$ cat src/rtl/dma_cell_addr_pkg.sv
package dma_cell_addr_pkg;
  localparam int unsigned CH_IDX_W = 8;

  typedef struct packed {
    logic                strideWe;
    logic [CH_IDX_W-1:0] strideCh;
    logic                rdHit;
    logic [CH_IDX_W-1:0] rdCh;
    logic                addrLoad;
    logic                addrStep;
    logic                errSet;
  } ctlStrobes_t;
endpackage

$ cat src/rtl/dma_cell_addr_ctrl.sv
module dma_cell_addr_ctrl
  import dma_cell_addr_pkg::*;
#(
  parameter int NUM_CH    = 16,
  parameter int REG_AW    = 12,
  parameter int REG_BASE  = 'h74,
  parameter int REG_PITCH = 'h50,
  parameter int STRIDE_W  = 16,
  localparam int SEL_W    = $clog2(NUM_CH)
) (
  input  logic [REG_AW-1:0]   regAddr,
  input  logic                regWrEn,
  input  logic [NUM_CH-1:0]   chEnable,
  input  logic [SEL_W-1:0]    chSel,
  input  logic                startPulse,
  input  logic                cellDone,
  input  logic [2:0]          widthCode,
  input  logic                wordOnly,
  input  logic [STRIDE_W-1:0] selStride,
  output ctlStrobes_t         strobes
);
  logic                hit;
  logic [CH_IDX_W-1:0] hitIdx;
  logic                protectedCh;
  logic                halfAlignReq;
  logic                wordAlignReq;
  logic                misaligned;

  always_comb begin
    hit    = 1'b0;
    hitIdx = '0;
    for (int i = 0; i < NUM_CH; i++) begin
      if (regAddr == REG_AW'(REG_BASE + i * REG_PITCH)) begin
        hit    = 1'b1;
        hitIdx = CH_IDX_W'(i);
      end
    end
  end

  assign protectedCh  = chEnable[SEL_W'(hitIdx)];
  assign halfAlignReq = (widthCode == 3'b001) || (widthCode == 3'b100);
  assign wordAlignReq = (widthCode == 3'b101) || ((widthCode == 3'b010) && wordOnly);
  assign misaligned   = (halfAlignReq && selStride[0]) ||
                        (wordAlignReq && (selStride[1:0] != 2'b00));

  always_comb begin
    strobes.strideWe = regWrEn && hit && !protectedCh;
    strobes.strideCh = hitIdx;
    strobes.rdHit    = hit;
    strobes.rdCh     = hitIdx;
    strobes.addrLoad = startPulse;
    strobes.addrStep = cellDone && !startPulse;
    strobes.errSet   = cellDone && !startPulse && misaligned;
  end
endmodule

$ cat src/rtl/dma_cell_addr_dp.sv
module dma_cell_addr_dp
  import dma_cell_addr_pkg::*;
#(
  parameter int NUM_CH   = 16,
  parameter int ADDR_W   = 32,
  parameter int DATA_W   = 32,
  parameter int STRIDE_W = 16,
  parameter int SIZE_W   = 16,
  localparam int SEL_W   = $clog2(NUM_CH)
) (
  input  logic                clk,
  input  logic                rstN,
  input  ctlStrobes_t         strobes,
  input  logic [DATA_W-1:0]   regWrData,
  input  logic [SEL_W-1:0]    chSel,
  input  logic [ADDR_W-1:0]   startAddr,
  input  logic [SIZE_W-1:0]   cellSize,
  output logic [DATA_W-1:0]   regRdData,
  output logic [STRIDE_W-1:0] selStride,
  output logic [ADDR_W-1:0]   cellAddr,
  output logic [NUM_CH-1:0]   cfgErr
);
  logic [STRIDE_W-1:0] strideQ [NUM_CH];
  logic [ADDR_W-1:0]   addrQ   [NUM_CH];
  logic [ADDR_W-1:0]   stepAmt;
  logic [ADDR_W-1:0]   nextAddr;

  assign selStride = strideQ[chSel];
  assign cellAddr  = addrQ[chSel];
  assign stepAmt   = (selStride == '0) ? ADDR_W'(cellSize) : ADDR_W'(selStride);
  assign nextAddr  = addrQ[chSel] + ADDR_W'(cellSize) + stepAmt;
  assign regRdData = strobes.rdHit ? DATA_W'(strideQ[SEL_W'(strobes.rdCh)]) : '0;

  for (genvar g = 0; g < NUM_CH; g++) begin : g_ch
    always_ff @(posedge clk or negedge rstN) begin
      if (!rstN) begin
        strideQ[g] <= '0;
        addrQ[g]   <= '0;
        cfgErr[g]  <= 1'b0;
      end else begin
        if (strobes.strideWe && (SEL_W'(strobes.strideCh) == SEL_W'(g)))
          strideQ[g] <= regWrData[STRIDE_W-1:0];
        if (chSel == SEL_W'(g)) begin
          if (strobes.addrLoad) begin
            addrQ[g]  <= startAddr;
            cfgErr[g] <= 1'b0;
          end else if (strobes.addrStep) begin
            addrQ[g] <= nextAddr;
            if (strobes.errSet) cfgErr[g] <= 1'b1;
          end
        end
      end
    end
  end
endmodule

$ cat src/rtl/dma_cell_addr_gen.sv
module dma_cell_addr_gen
  import dma_cell_addr_pkg::*;
#(
  parameter int NUM_CH    = 16,
  parameter int ADDR_W    = 32,
  parameter int DATA_W    = 32,
  parameter int STRIDE_W  = 16,
  parameter int SIZE_W    = 16,
  parameter int REG_AW    = 12,
  parameter int REG_BASE  = 'h74,
  parameter int REG_PITCH = 'h50,
  localparam int SEL_W    = $clog2(NUM_CH)
) (
  input  logic              clk,
  input  logic              rstN,
  input  logic [REG_AW-1:0] regAddr,
  input  logic              regWrEn,
  input  logic [DATA_W-1:0] regWrData,
  output logic [DATA_W-1:0] regRdData,
  input  logic [NUM_CH-1:0] chEnable,
  input  logic [SEL_W-1:0]  chSel,
  input  logic              startPulse,
  input  logic [ADDR_W-1:0] startAddr,
  input  logic              cellDone,
  input  logic [SIZE_W-1:0] cellSize,
  input  logic [2:0]        widthCode,
  input  logic              wordOnly,
  output logic [ADDR_W-1:0] cellAddr,
  output logic [NUM_CH-1:0] cfgErr
);
  ctlStrobes_t         strobes;
  logic [STRIDE_W-1:0] selStride;

  dma_cell_addr_ctrl #(
    .NUM_CH(NUM_CH), .REG_AW(REG_AW), .REG_BASE(REG_BASE),
    .REG_PITCH(REG_PITCH), .STRIDE_W(STRIDE_W)
  ) u_ctrl (
    .regAddr(regAddr), .regWrEn(regWrEn), .chEnable(chEnable),
    .chSel(chSel), .startPulse(startPulse), .cellDone(cellDone),
    .widthCode(widthCode), .wordOnly(wordOnly), .selStride(selStride),
    .strobes(strobes)
  );

  dma_cell_addr_dp #(
    .NUM_CH(NUM_CH), .ADDR_W(ADDR_W), .DATA_W(DATA_W),
    .STRIDE_W(STRIDE_W), .SIZE_W(SIZE_W)
  ) u_dp (
    .clk(clk), .rstN(rstN), .strobes(strobes), .regWrData(regWrData),
    .chSel(chSel), .startAddr(startAddr), .cellSize(cellSize),
    .regRdData(regRdData), .selStride(selStride), .cellAddr(cellAddr),
    .cfgErr(cfgErr)
  );
endmodule

$ cat config.mk
export PLATFORM = sky130hd
export DESIGN_NAME = dma_cell_addr_gen
export DESIGN_NICKNAME = d
export VERILOG_FILES = /design/src/rtl/dma_cell_addr_pkg.sv /design/src/rtl/dma_cell_addr_ctrl.sv /design/src/rtl/dma_cell_addr_dp.sv /design/src/rtl/dma_cell_addr_gen.sv
export SDC_FILE = /design/constraint.sdc
export NUM_CORES = 2
export LEC_CHECK = 0
export BUFFER_PORTS_ARGS = -buffer_cell sky130_fd_sc_hd__buf_4
export CORE_MARGIN = 8
export CORE_UTILIZATION = 53
export DETAILED_ROUTE_END_ITERATION = 7
export GPL_TIMING_DRIVEN = 1
export PLACE_DENSITY = 0.73
export SYNTH_ARGS = -nofsm -noshare
export SYNTH_HDL_FRONTEND = slang
export SYNTH_HIERARCHICAL = 1
export SYNTH_SLANG_ARGS = --single-unit
$ cat constraint.sdc
create_clock -name clk -period 11.22 [get_ports clk]
set_input_delay 2.244 -clock clk [delete_from_list [all_inputs] [get_ports clk]]
set_output_delay 2.244 -clock clk [all_outputs]
set_load 0.03 [all_outputs]
==> flow_summary_export.csv <==
group,metric,value,unit
outcome,status,"completed",
setup_path,endpoint_kind,"register",
floorplanning,design.die.area,0.0828,mm²
setup_path,path_buf_inv,1,
synth,syn_area_per_cell,12.5,µm²
place,dp_slack,1.67,ns
timing,slew_violations,0,
clocking,clock-sinks,784,
detailed_routing,routed_wl,110000,µm
setup_path,cpPeakStageDelay,0.95,ns
place,port-buffer-count,168,
global_routing,antenna_found_initial,7,
clocking,cts_hold_buf,0,
floorplanning,die_w,288,µm
clocking,post_cts_buffers,0,
timing,skew,0.0491,ns
clocking,post_cts_resized,0,
place,hpwl,68400,µm
setup_path,crit_family,"multiplexers",
cells_and_area,nFillCells,5534,
power_and_ir_drop,pwr-share-seq,0.425,
floorplanning,coreArea,0.0731,mm²
clocking,clock_latency,0.67,ns
detailed_routing,viasPerCell,6.51,
setup_path,crit_chain,"buf_8 > mux4_2 > mux4_2 > nor4_1 > nand4_1 > nor2_4 > a21o_1 > fa_1 > ha_1 > o21ai_0 > o21ai_0 > nand4_1 > a21oi_1 > o2111ai_1 > xnor2_1 > mux2i_1 > o21ai_0",
cells_and_area,multi_input_area,0.0182,mm²
synth,postSynthCellCount,3122,
power_and_ir_drop,pwr-share-clk,0.311,
floorplanning,start_util,0.535,
floorplanning,die_h,288,µm
cells_and_area,areaGrowthSynthToFinish,12.0,%
setup_path,critPathKind,"in -> reg",
run,drv_cap,0,
power_and_ir_drop,p_int,6.22,mW
setup_path,crit_fanout,86,
floorplanning,fp-row-count,99,
global_routing,grt_pass1_wl,170000,µm
clocking,cts_root_buf,"clkbuf_16",
synth,ys_warn_count,6,
timing,relSlewSlack,0.146,
timing,rsz0062_at_grt,"no",
clocking,htreeDepth,3,
synth,synthesis.area,0.0391,mm²
timing,setup_violations,0,
timing,period_minus_slack,8.91,ns
cells_and_area,fin_nets,3326,
floorplanning,io_pins,201,
detailed_routing,wl_per_cell,26.2,µm
clocking,numCtsBuffers,83,
timing,worst_slew_pin_slew,1.28,ns
timing,finalHoldViolations,0,
global_routing,grt_max_degree,161,
clocking,tritoncts,"yes",
clocking,clkTransAtPathRegs,0.06,ns
clocking,cts_max_path_buffers,3,
timing,setup_tns,0,ns
timing,max_clock_freq,112,MHz
power_and_ir_drop,pwr-share-comb,0.264,
power_and_ir_drop,swShare,0.322,
timing,fin_crit_sh,0.794,
min_path,holdCritPathClass,"reg -> reg",
detailed_routing,drc,0,
timing,fin_ws,2.31,ns
place,gp_congestion,0.855,
power_and_ir_drop,p_sw,2.96,mW
cells_and_area,ff_latch_area,0.0196,mm²
detailed_routing,vias,27323,
global_routing,track_usage,0.266,
detailed_routing,ant_nets,0,
setup_path,cp.arrival,9.40,ns
setup_path,cp_slowest_cell,"mux2i_1",
power_and_ir_drop,power_density,209,mW/mm²
cells_and_area,layout-drive-gt1-share,0.321,
setup_path,critPathLaunchType,"input port",
global_routing,overflow,0,
detailed_routing,drt_iter0_drc,2700,
setup_path,cp_data_required_time,11.71,ns
power_and_ir_drop,vdd_drop_max,133,µV
setup_path,crit_top_cell,"o21ai_0",
cells_and_area,fin_util,0.600,
power_and_ir_drop,power.leakage,19.7,nW
detailed_routing,dr.pass1.iters,6,
global_routing,grt_pass1_vias,28622,
worst paths after layout:
check,startpoint,end,slack (ns),cells after the start
setup / recovery,chSel[0],u_dp/addrQ[184]$_DFFE_PN0P_,2.31,17
setup reg to reg,u_dp/strideQ[197]$_DFFE_PN0P_,u_dp/addrQ[184]$_DFFE_PN0P_,4.49,16
max in group asynchronous,rstN,u_dp/addrQ[62]$_DFFE_PN0P_,7.07,3
min in group asynchronous,rstN,u_dp/addrQ[451]$_DFFE_PN0P_,1.65,1
hold reg to reg,u_dp/addrQ[144]$_DFFE_PN0P_,u_dp/addrQ[144]$_DFFE_PN0P_,0.47,2
hold / removal,u_dp/addrQ[144]$_DFFE_PN0P_,u_dp/addrQ[144]$_DFFE_PN0P_,0.47,2
power groups by stage:
stage                     Clock (mW)  Combinational [mW]  Sequential [mW]
final                           2.86                2.42             3.90
after global routing            3.02                2.66             3.98
after CTS                       2.90                2.41             3.89
after detailed placement           0                2.39             3.94
after global placement             0                2.27             3.86
after floorplan                    0                1.73             3.81
metal layers:
metal	share of wire	vias up	global-route usage
met5	0.00028	-	0
met4	0.042	4	0.118
met3	0.088	297	0.0632
met2	0.48	1249	0.428
met1	0.39	14261	0.346
li1	-	11512	-
state kept, by name, indices dropped and copies added (netlist names):
name          cells
u_dp/addrQ      512
u_dp/cfgErr      16
u_dp/strideQ    256
worst reg2reg max path, cell delays in order, from the launching register on:
cell and delay, ns:
dfrtp_1 0.39, mux4_2 0.49, mux4_2 0.61, nor4_1 0.28, nand4_1 0.31, nor2_4 0.43, a21o_1 0.22, fa_1 0.43
ha_1 0.35, o21ai_0 0.12, o21ai_0 0.54, nand4_1 0.26, a21oi_1 0.58, o2111ai_1 0.20, xnor2_1 0.16, mux2i_1 0.95
o21ai_0 0.25
final cells by class:
cell class	instances	area share
antenna	6	0.000343
inverter	23	0.00197
clock inverter	31	0.0111
clock buffer	117	0.0544
timing repair buffer	233	0.0410
sequential	784	0.448
tap	959	0.0274
multi-input combinational	2047	0.416
metrics by stage:
stage | hold slack [ns] | power [mW] | area (µm²) | std cells
3_3_place_gp | 0.454 | 6.13 | 40900 | 4046
6_report | 0.473 | 9.18 | 43800 | 4200
4_1_cts | 0.478 | 9.19 | 43800 | 4194
2_1_floorplan | 0.442 | 5.54 | 39200 | 3137
3_5_place_dp | 0.464 | 6.32 | 40900 | 4046
5_1_grt | 0.489 | 9.65 | 43800 | 4197
cells in the final DEF, fill, tap and decap left out, drive strengths merged, types with 4 or more instances in the layout:
master,n
o21a,6
or2,4
o221ai,32
nand3,5
bufinv,8
nor3,17
nand2,492
diode,6
nor4,4
nand2b,10
and2,22
or3,6
nor2,76
a21oi,89
clkinv,17
o211ai,9
xor2,5
a22oi,24
fa,17
nand4,6
nor2b,7
inv,26
buf,232
mux2i,14
nand3b,7
and3,8
mux4,307
mux2,323
conb,16
a211oi,5
xnor2,20
o21ai,427
dfrtp,784
ha,16
a21o,17
o31ai,4
clkbuf,118
No activity file was read; power rests on OpenSTA's default activity.
